$ cat src/rtl/srx_pkg.sv
package srx_pkg;

  typedef enum logic [2:0] {
    RX_IDLE  = 3'd0,
    RX_START = 3'd1,
    RX_DATA  = 3'd2,
    RX_PAR   = 3'd3,
    RX_STOP  = 3'd4
  } rx_state_e;

  // bit positions inside the status byte
  localparam int ST_ACTIVE = 0;
  localparam int ST_FULL   = 3;
  localparam int ST_FRAME  = 5;
  localparam int ST_OVR    = 6;
  localparam int ST_PAR    = 7;

endpackage

$ cat src/rtl/srx_sync.sv
module srx_sync #(
  parameter int STAGES = 2
) (
  input  logic clk,
  input  logic rst_n,
  input  logic din,
  output logic dout
);
  logic [STAGES-1:0] chain;

  always_ff @(posedge clk) begin
    if (!rst_n) chain[0] <= 1'b1;
    else        chain[0] <= din;
  end

  generate
    for (genvar g = 1; g < STAGES; g++) begin : g_stage
      always_ff @(posedge clk) begin
        if (!rst_n) chain[g] <= 1'b1;
        else        chain[g] <= chain[g-1];
      end
    end
  endgenerate

  assign dout = chain[STAGES-1];
endmodule

$ cat src/rtl/srx_frame.sv
module srx_frame
  import srx_pkg::*;
#(
  parameter int OVS    = 8,
  parameter int DATA_W = 8
) (
  input  logic              clk,
  input  logic              rst_n,
  input  logic              en,
  input  logic              tick,
  input  logic              line,
  input  logic              par_en,
  input  logic              par_odd,
  output logic              active,
  output logic              done,
  output logic [DATA_W-1:0] frame_byte,
  output logic              frame_err,
  output logic              par_err
);
  localparam int CNT_W = (OVS > 2) ? $clog2(OVS) : 1;
  localparam int IDX_W = (DATA_W > 2) ? $clog2(DATA_W) : 1;
  localparam int HALF  = OVS / 2;

  function automatic logic parity_mismatch(input logic [DATA_W-1:0] d,
                                           input logic pb, input logic odd);
    return ((^d) ^ pb) != odd;
  endfunction

  rx_state_e         state;
  logic [CNT_W-1:0]  cnt;
  logic [IDX_W-1:0]  idx;
  logic [DATA_W-1:0] shreg;
  logic              pbit;
  logic              cfg_par, cfg_odd;

  // named events for assertions and readability
  logic start_seen, mid_hit, centre_hit, last_data;
  assign start_seen = en && tick && (state == RX_IDLE) && !line;
  assign mid_hit    = tick && (cnt == CNT_W'(HALF - 1));
  assign centre_hit = tick && (cnt == CNT_W'(OVS - 1));
  assign last_data  = (idx == IDX_W'(DATA_W - 1));

  always_ff @(posedge clk) begin
    if (!rst_n) begin
      state      <= RX_IDLE;
      cnt        <= '0;
      idx        <= '0;
      shreg      <= '0;
      pbit       <= 1'b0;
      cfg_par    <= 1'b0;
      cfg_odd    <= 1'b0;
      done       <= 1'b0;
      frame_byte <= '0;
      frame_err  <= 1'b0;
      par_err    <= 1'b0;
    end else begin
      done <= 1'b0;
      if (!en) begin
        state <= RX_IDLE;
        cnt   <= '0;
      end else begin
        unique case (state)
          RX_IDLE: begin
            if (start_seen) begin
              state   <= RX_START;
              cnt     <= '0;
              cfg_par <= par_en;
              cfg_odd <= par_odd;
            end
          end
          RX_START: begin
            if (mid_hit) begin
              cnt <= '0;
              idx <= '0;
              state <= line ? RX_IDLE : RX_DATA;
            end else if (tick) begin
              cnt <= cnt + 1'b1;
            end
          end
          RX_DATA: begin
            if (centre_hit) begin
              cnt   <= '0;
              shreg <= {line, shreg[DATA_W-1:1]};
              if (last_data) state <= cfg_par ? RX_PAR : RX_STOP;
              else           idx   <= idx + 1'b1;
            end else if (tick) begin
              cnt <= cnt + 1'b1;
            end
          end
          RX_PAR: begin
            if (centre_hit) begin
              cnt   <= '0;
              pbit  <= line;
              state <= RX_STOP;
            end else if (tick) begin
              cnt <= cnt + 1'b1;
            end
          end
          RX_STOP: begin
            if (centre_hit) begin
              cnt        <= '0;
              done       <= 1'b1;
              frame_byte <= shreg;
              frame_err  <= !line;
              par_err    <= cfg_par && parity_mismatch(shreg, pbit, cfg_odd);
              state      <= RX_IDLE;
            end else if (tick) begin
              cnt <= cnt + 1'b1;
            end
          end
          default: state <= RX_IDLE;
        endcase
      end
    end
  end

  assign active = (state != RX_IDLE);

  AST_EN_ABORT: assert property (@(posedge clk) disable iff (!rst_n)
    !en |=> !active);
  AST_DONE_HUNTS: assert property (@(posedge clk) disable iff (!rst_n)
    done |-> !active);
  AST_START_ENTRY: assert property (@(posedge clk) disable iff (!rst_n)
    start_seen |=> active);
  AST_GLITCH_DROP: assert property (@(posedge clk) disable iff (!rst_n)
    (en && state == RX_START && mid_hit && line) |=> !active);
endmodule

$ cat src/rtl/srx_status.sv
module srx_status #(
  parameter int DATA_W = 8
) (
  input  logic              clk,
  input  logic              rst_n,
  input  logic              done,
  input  logic [DATA_W-1:0] frame_byte,
  input  logic              frame_err,
  input  logic              par_err,
  input  logic              rd_stb,
  output logic [DATA_W-1:0] hold_data,
  output logic              full,
  output logic              ferr_q,
  output logic              perr_q,
  output logic              ovr_q
);
  // a read in the same cycle as a completion frees the register first
  logic full_eff, accept, overrun_ev;
  assign full_eff   = full && !rd_stb;
  assign accept     = done && !full_eff;
  assign overrun_ev = done && full_eff;

  always_ff @(posedge clk) begin
    if (!rst_n) begin
      hold_data <= '0;
      full      <= 1'b0;
      ferr_q    <= 1'b0;
      perr_q    <= 1'b0;
      ovr_q     <= 1'b0;
    end else begin
      if (rd_stb) begin
        full   <= 1'b0;
        ferr_q <= 1'b0;
        perr_q <= 1'b0;
        ovr_q  <= 1'b0;
      end
      if (accept) begin
        hold_data <= frame_byte;
        full      <= 1'b1;
        ferr_q    <= frame_err;
        perr_q    <= par_err;
      end
      if (overrun_ev) ovr_q <= 1'b1;
    end
  end

  AST_OVR_KEEPS: assert property (@(posedge clk) disable iff (!rst_n)
    (done && full && !rd_stb) |=> ($stable(hold_data) && ovr_q));
  AST_RD_CLEARS: assert property (@(posedge clk) disable iff (!rst_n)
    (rd_stb && !done) |=> (!full && !ferr_q && !perr_q && !ovr_q));
  AST_DONE_FILLS: assert property (@(posedge clk) disable iff (!rst_n)
    done |=> full);
  AST_FLAG_NEEDS_FULL: assert property (@(posedge clk) disable iff (!rst_n)
    (ferr_q || perr_q || ovr_q) |-> full);
endmodule

$ cat src/rtl/serial_rx.sv
module serial_rx
  import srx_pkg::*;
#(
  parameter int OVS       = 8,
  parameter int DATA_W    = 8,
  parameter int SYNC_FLOP = 2
) (
  input  logic              clk,
  input  logic              rst_n,
  input  logic              en,
  input  logic              os_tick,
  input  logic              rxd,
  input  logic              par_en,
  input  logic              par_odd,
  input  logic              rd_stb,
  output logic [DATA_W-1:0] rx_data,
  output logic [7:0]        status
);
  logic line_s;
  logic active, done, frame_err, par_err;
  logic [DATA_W-1:0] frame_byte;
  logic full, ferr_q, perr_q, ovr_q;

  srx_sync #(.STAGES(SYNC_FLOP)) u_sync (
    .clk(clk), .rst_n(rst_n), .din(rxd), .dout(line_s)
  );

  srx_frame #(.OVS(OVS), .DATA_W(DATA_W)) u_frame (
    .clk(clk), .rst_n(rst_n), .en(en), .tick(os_tick), .line(line_s),
    .par_en(par_en), .par_odd(par_odd), .active(active), .done(done),
    .frame_byte(frame_byte), .frame_err(frame_err), .par_err(par_err)
  );

  srx_status #(.DATA_W(DATA_W)) u_status (
    .clk(clk), .rst_n(rst_n), .done(done), .frame_byte(frame_byte),
    .frame_err(frame_err), .par_err(par_err), .rd_stb(rd_stb),
    .hold_data(rx_data), .full(full), .ferr_q(ferr_q), .perr_q(perr_q),
    .ovr_q(ovr_q)
  );

  always_comb begin
    status            = 8'h00;
    status[ST_ACTIVE] = active;
    status[ST_FULL]   = full;
    status[ST_FRAME]  = ferr_q;
    status[ST_OVR]    = ovr_q;
    status[ST_PAR]    = perr_q;
  end

  AST_UNUSED_ZERO: assert property (@(posedge clk) disable iff (!rst_n)
    (status & 8'h16) == 8'h00);
endmodule

$ cat config.mk
export PLATFORM = sky130hd
export DESIGN_NAME = serial_rx
export DESIGN_NICKNAME = d
export VERILOG_FILES = /design/src/rtl/srx_pkg.sv /design/src/rtl/srx_sync.sv /design/src/rtl/srx_frame.sv /design/src/rtl/srx_status.sv /design/src/rtl/serial_rx.sv
export SDC_FILE = /design/constraint.sdc
export NUM_CORES = 1
export LEC_CHECK = 0
export BUFFER_PORTS_ARGS = -buffer_cell sky130_fd_sc_hd__buf_2
export CAP_MARGIN = 0
export CELL_PAD_IN_SITES_DETAIL_PLACEMENT = 2
export CELL_PAD_IN_SITES_GLOBAL_PLACEMENT = 2
export CORE_MARGIN = 1.5
export CORE_UTILIZATION = 30
export CTS_CLUSTER_DIAMETER = 120
export DETAILED_ROUTE_END_ITERATION = 12
export PLACE_DENSITY_LB_ADDON = 0.08
export SLEW_MARGIN = 25
export SYNTH_ARGS = -nofsm -noshare
export SYNTH_HDL_FRONTEND = slang
export SYNTH_HIERARCHICAL = 1
export SYNTH_SLANG_ARGS = --single-unit
$ cat constraint.sdc
create_clock -name clk -period 4.5 [get_ports clk]
set_input_delay 0.225 -clock clk [delete_from_list [all_inputs] [get_ports clk]]
set_output_delay 0.225 -clock clk [all_outputs]
set_load 0.05 [all_outputs]
After elaboration in Yosys (flattened, before gate mapping)
Cells that the tools add are included.

word-level totals
  flip-flop bits (word level) = 45
  output and inout port bits = 16
  bits of input ports = 8

operators by class
  reduce and logical (&&, ||, !) cells = 29
  bitwise logic cells = 1
  muxes and demuxes = 24
  add/subtract/negate cells = 2
  equality and inequality tests = 15

operator list
  kind                                                             number
  3-bit 2-to-1 mux                                                 14
  3-bit one-hot mux with 5 select lines                            1
  3-bit AND reduction                                              5
  2-bit by 1-bit != test with 1-bit output, second input constant  6
  3-bit by 2-bit == test with 1-bit output, second input constant  3
  3-bit == test, second input constant                             3
  1-bit logical AND                                                9
  3-bit one-hot mux with 3 select lines                            1
  8-bit parity                                                     1
  3-bit by 1-bit adder with 3-bit output, second input constant    2
  1-bit 2-to-1 mux                                                 6
  3-bit one-hot mux with 2 select lines                            1
  6-bit AND reduction                                              1
  2-bit nonzero test                                               3
  3-bit nonzero test                                               2
  5-bit AND reduction                                              1
  2-bit AND reduction                                              2
  3-bit by 1-bit == test with 1-bit output, second input constant  1
  1-bit logical NOT                                                3
  3-bit logical NOT                                                1
  3-bit OR reduction                                               1
  2-bit 2-to-1 mux                                                 1
  2-bit != test, second input constant                             1
  1-bit != test                                                    1
  1-bit XOR                                                        1

Logic depth before layout (Yosys ltp)
  word-level depth = 5
  gate-level depth with buffers = 7
  gate-level depth less buffers = 6

Modules after synthesis
Netlist, hierarchy kept.

by module, submodules not included
  module      sequential area each (um2)  area an instance (um2)  cells each  instances
  srx_frame   620.6                       1,545.2                 170         1
  srx_status  240.2                       493.0                   53          1
  serial_rx   0.0                         63.8                    9           1
  srx_sync    40.0                        52.6                    4           1

Least setup slack after synthesis
No wires, ideal clock.

  kind = flip-flop to flip-flop
  start = register u_frame.cnt[0]
  end = register u_frame.cnt[2]
  path slack = 2.761 ns
  path buffers = 0
  cell stages (with the launch flop) = 7
  clock period less this slack = 1.739 ns
  data required time = 4.412 ns
  arrival = 1.651 ns
  setup time = 0.088 ns
  path through = dfxtp_1 > ha_1 > ha_1 > and4bb_1 > a211o_1 > a211o_1 > a311oi_2

between the ends
  word-level cells in the longest chain between the ends = 4
  elaborated cells on any way between the ends = 9

ends and longest elaborated chain
  element                                                         RTL line                          RTL
  start: declaration                                              srx_frame.sv:30                   logic [CNT_W-1:0] cnt;
  start signal: assignment                                        srx_frame.sv:77                   cnt <= cnt + 1'b1;
  start signal: assignment                                        srx_frame.sv:87                   cnt <= cnt + 1'b1;
  start signal: assignment                                        srx_frame.sv:96                   cnt <= cnt + 1'b1;
  3-bit by 1-bit adder with 3-bit output (tied with other cells)  n/a
  3-bit 2-to-1 mux (tied with other cells)                        n/a
  3-bit 2-to-1 mux, on equally long branches                      srx_frame.sv:81, srx_frame.sv:72
  3-bit one-hot mux with 3 select lines (*)                       srx_frame.sv:62                   unique case (state)

Mark *: on every way between the ends. The rest lies on a longest branch, timed or not.
A chain may end at the register's enable or synchronous reset.

Worst setup path after layout
  start = register u_frame.cnt[0]
  end = register u_frame.par_err

between the ends
  word-level cells in the longest chain between the ends = 3

ends and longest elaborated chain
  element                               RTL line          RTL
  3-bit == test                         srx_frame.sv:40   assign centre_hit = tick && (cnt == CNT_W'(OVS - 1));
  1-bit logical AND                     srx_frame.sv:40
  3-bit AND reduction (no source line)  n/a
  end signal: assignment                srx_frame.sv:105  par_err <= cfg_par && parity_mismatch(shreg, pbit, cfg_odd);
  end: declaration                      srx_frame.sv:18   output logic par_err

No other way between the ends.

==> flow_metrics.env <==
export IMPL_clkTransAtPathRegs_ps=90
export IMPL_status="finished, final reports clean"
export IMPL_vdd_drop_max_uv=93.40
export IMPL_wl_per_cell_um=14.21
export IMPL_relSlewSlack_pct=50.32
export IMPL_synth_fa_ha_area_share_pct=2.904
export IMPL_cts_hold_fix_buffers=0
export IMPL_firstDrtPassIters=4
export IMPL_cap_violations=0
export IMPL_dpl_cell_count=335
export IMPL_ys_async_sr_fraction_pct=0
export IMPL_vias=1635
export IMPL_htreeDepth=2
export IMPL_synth_mux_area_fraction_pct=10.69
export IMPL_fin_area_um2=2352
export IMPL_crit_end="u_frame/par_err$_SDFFE_PN0P_"
export IMPL_cts_tree="done"
export IMPL_synth_area_per_cell_um2=9.130
export IMPL_synth_top_family_by_area="simple AND/OR/NAND/NOR gates"
export IMPL_synth_edff_count=0
export IMPL_regToRegSetupSlack_ps=2150
export IMPL_coreArea_um2=6869
export IMPL_synth_top_cell_area_share_pct=41.81
export IMPL_grt_setup_unrepaired="no"
export IMPL_synth_cell_types=46
export IMPL_finalWorstSetupSlack_ps=2147
export IMPL_fin_tns_setup_ps=0
export IMPL_yosysWarningCount=6
export IMPL_seq_area_frac_synth_pct=41.81
export IMPL_finalHoldViolations=0
export IMPL_grt_use_total_pct=14.37
export IMPL_grt_start_max_net_pins=29
export IMPL_die_h_um=87.75
export IMPL_crit_start="u_frame/cnt[0]$_SDFFE_PN0P_"
export IMPL_p_leak_nw=0.9272
export IMPL_grt_pass1_vias=1650
export IMPL_insertion_delay_ps=300
export IMPL_syn_cell_area_um2=2155
export IMPL_die_w_um=87.75
export IMPL_synth_simple_area_share_pct=20.96
export IMPL_fin_nets=259
export IMPL_dpl_instance_area_um2=2256
export IMPL_skew_ps=10.99
export IMPL_synth_compound_area_share_pct=13.07
export IMPL_synth_top_area_cell="dfxtp_1"
export IMPL_min_period_over_period_pct=52.30
export IMPL_critPathMaxFanout=13
export IMPL_root_buffer="clkbuf_8"
export IMPL_end_kind="flop"
export IMPL_r2r_end="u_frame/par_err$_SDFFE_PN0P_"
export IMPL_drcViolationCount=0
export IMPL_rows=30
export IMPL_nFillCells=782
export IMPL_setup_viol=0
export IMPL_antennaDiodeCount=0
export IMPL_cts_resized=0
export IMPL_dpl_hpwl_um=3466
export IMPL_maxSlewViolCount=0
export IMPL_routabilityCongestion=0.7360
export IMPL_r2r_cells=6
export IMPL_numCtsBuffers=5
export IMPL_synthXorXnorAreaFrac_pct=3.484
export IMPL_layout_drive_gt1_share_pct=14.17
export IMPL_die_area_um2=7699
export IMPL_worstSetupStartpointType="flop"
export IMPL_synth_seq_cells=45
export IMPL_via_per_inst=4.767
export IMPL_ys_flop_type="dfxtp_1"
export IMPL_first_iter_violations=58
export IMPL_fin_crit_ps=2353
export IMPL_wirelength_um=4874
export IMPL_syn_to_final_growth_pct=9.176
export IMPL_antenna_found_initial=0
export IMPL_reg2reg_from="u_frame/cnt[0]$_SDFFE_PN0P_"
export IMPL_initial_utilization_pct=31.37
export IMPL_cts_buffer_depth=2
export IMPL_min_path_type="in -> reg"
export IMPL_fmax_mhz=424.9
export IMPL_cts_num_sinks=45
export IMPL_synthTopCellsByArea="dfxtp_1, mux2i_1, nand2_1, buf_4, nor2_1"
export IMPL_tightest_slew_ps=744.3
export IMPL_crit_arrival_ps=2570
export IMPL_p_per_area_nw_per_um2=295.3
export IMPL_stdcell_count=343
export IMPL_grt_ovfl_total=0
export IMPL_grt_pass1_wl_um=8369
export IMPL_syn_inst=236
export IMPL_antenna_left=0
export IMPL_dp_slack_ps=2145
export IMPL_required_ps=4720
export IMPL_criticalPathCategory="reg -> reg"
export IMPL_holdWs_ps=102.8
export IMPL_cts_setup_buffers=0
export IMPL_min_from="rxd"
export IMPL_pin_count=24
export IMPL_io_buffers=20
==> cell usage in the layout (no fill, tap or decap), types with 5 or more instances in the layout <==
cell type / count
buf_2: 20
ha_1: 5
nor2_1: 21
nand2_1: 34
clkbuf_8: 6
inv_1: 6
xnor2_1: 5
o21ai_0: 13
a21oi_1: 15
dfxtp_1: 45
mux2i_1: 23
nand3_1: 7
==> sequential cells by signal, summed over array words and instances, names as in the netlist <==
name / count
u_frame/cnt: 3
u_status/full: 1
u_frame/par_err: 1
u_status/ovr_q: 1
u_sync/chain: 1
u_status/hold_data: 8
u_frame/idx: 3
u_frame/state: 3
u_status/ferr_q: 1
u_sync/dout: 1
u_frame/done: 1
u_frame/cfg_par: 1
u_frame/cfg_odd: 1
u_frame/frame_err: 1
u_status/perr_q: 1
u_frame/shreg: 8
u_frame/pbit: 1
u_frame/frame_byte: 8
==> per-stage QoR <==
step / total power, mW / utilization (%)
3_5_place_dp: 0.4393 / 32.84
3_3_place_gp: 0.4396 / 32.84
2_1_floorplan: 0.4329 / -
5_1_grt: 0.7355 / 34.24
4_1_cts: 0.7119 / 34.24
6_report: 0.6946 / 34.24
==> cell families after synthesis <==
family / after synthesis
flops: 45
fa+ha+maj: 5
simple gates: 87
compound gates: 43
mux: 23
buf+inv: 25
xor+xnor: 7
other cells: 1
==> area by class of cell <==
class | instances | area [um2] | area share [%]
tap | 96 | 120.1 | 5.106
clock inverter | 2 | 13.76 | 0.5851
multi-input combinational | 168 | 1112 | 47.29
clock buffer | 6 | 82.58 | 3.511
sequential | 45 | 900.9 | 38.30
timing repair buffer | 20 | 100.1 | 4.255
inverter | 6 | 22.52 | 0.9574
==> critical path: stages, from the launching register on <==
cell      delay (ps)
dfxtp_1          350
ha_1             170
ha_1             240
and3_1           200
nand3_1          510
or4b_1           700
o211ai_1         110
==> cells in the mapped netlist, types with 2 or more instances <==
cell,instances
a211o_1,2
a21oi_1,15
and2_1,3
buf_2,5
buf_4,11
clkbuf_1,2
dfxtp_1,45
ha_1,5
inv_1,6
mux2i_1,23
nand2_1,34
nand2b_1,2
nand3_1,7
nor2_1,21
nor2b_1,2
nor2b_4,2
nor3b_1,2
o21a_1,2
o21ai_0,13
o22ai_1,2
or3_1,2
or3b_1,2
xnor2_1,5
==> power by group <==
part | internal (mW) | switching, mW | leakage [nW] | total [mW]
clock network | 0.125 | 0.141 | 0.0512 | 0.265
logic | 0.00663 | 0.0213 | 0.513 | 0.0279
registers | 0.399 | 0.00206 | 0.363 | 0.401
==> worst min-delay path by stage <==
| stage | endpoint | slack, ps | cells past startpoint |
|---|---|---|---|
| 3_3_place_gp | u_sync/dout$_SDFF_PN1_ | 390 | 1 |
| 3_5_place_dp | u_sync/dout$_SDFF_PN1_ | 400 | 1 |
| 4_1_cts | u_sync/chain[0]$_SDFF_PN1_ | 90 | 2 |
| 6_report | u_sync/chain[0]$_SDFF_PN1_ | 100 | 2 |
| 2_1_floorplan | u_sync/chain[0]$_SDFF_PN1_ | 300 | 1 |
| 5_1_grt | u_sync/chain[0]$_SDFF_PN1_ | 100 | 2 |
==> per-layer routing <==
metal  track usage (%)  vias to the layer above  part of all wire, %
met3             4.241                        5                  2.4
met1             20.36                      790                   53
met2             20.96                       17                   43
met5                 0                        -                    0
li1                  -                      823                    -
met4             4.329                        0                  1.1
Power figures use the tool's default switching activity.
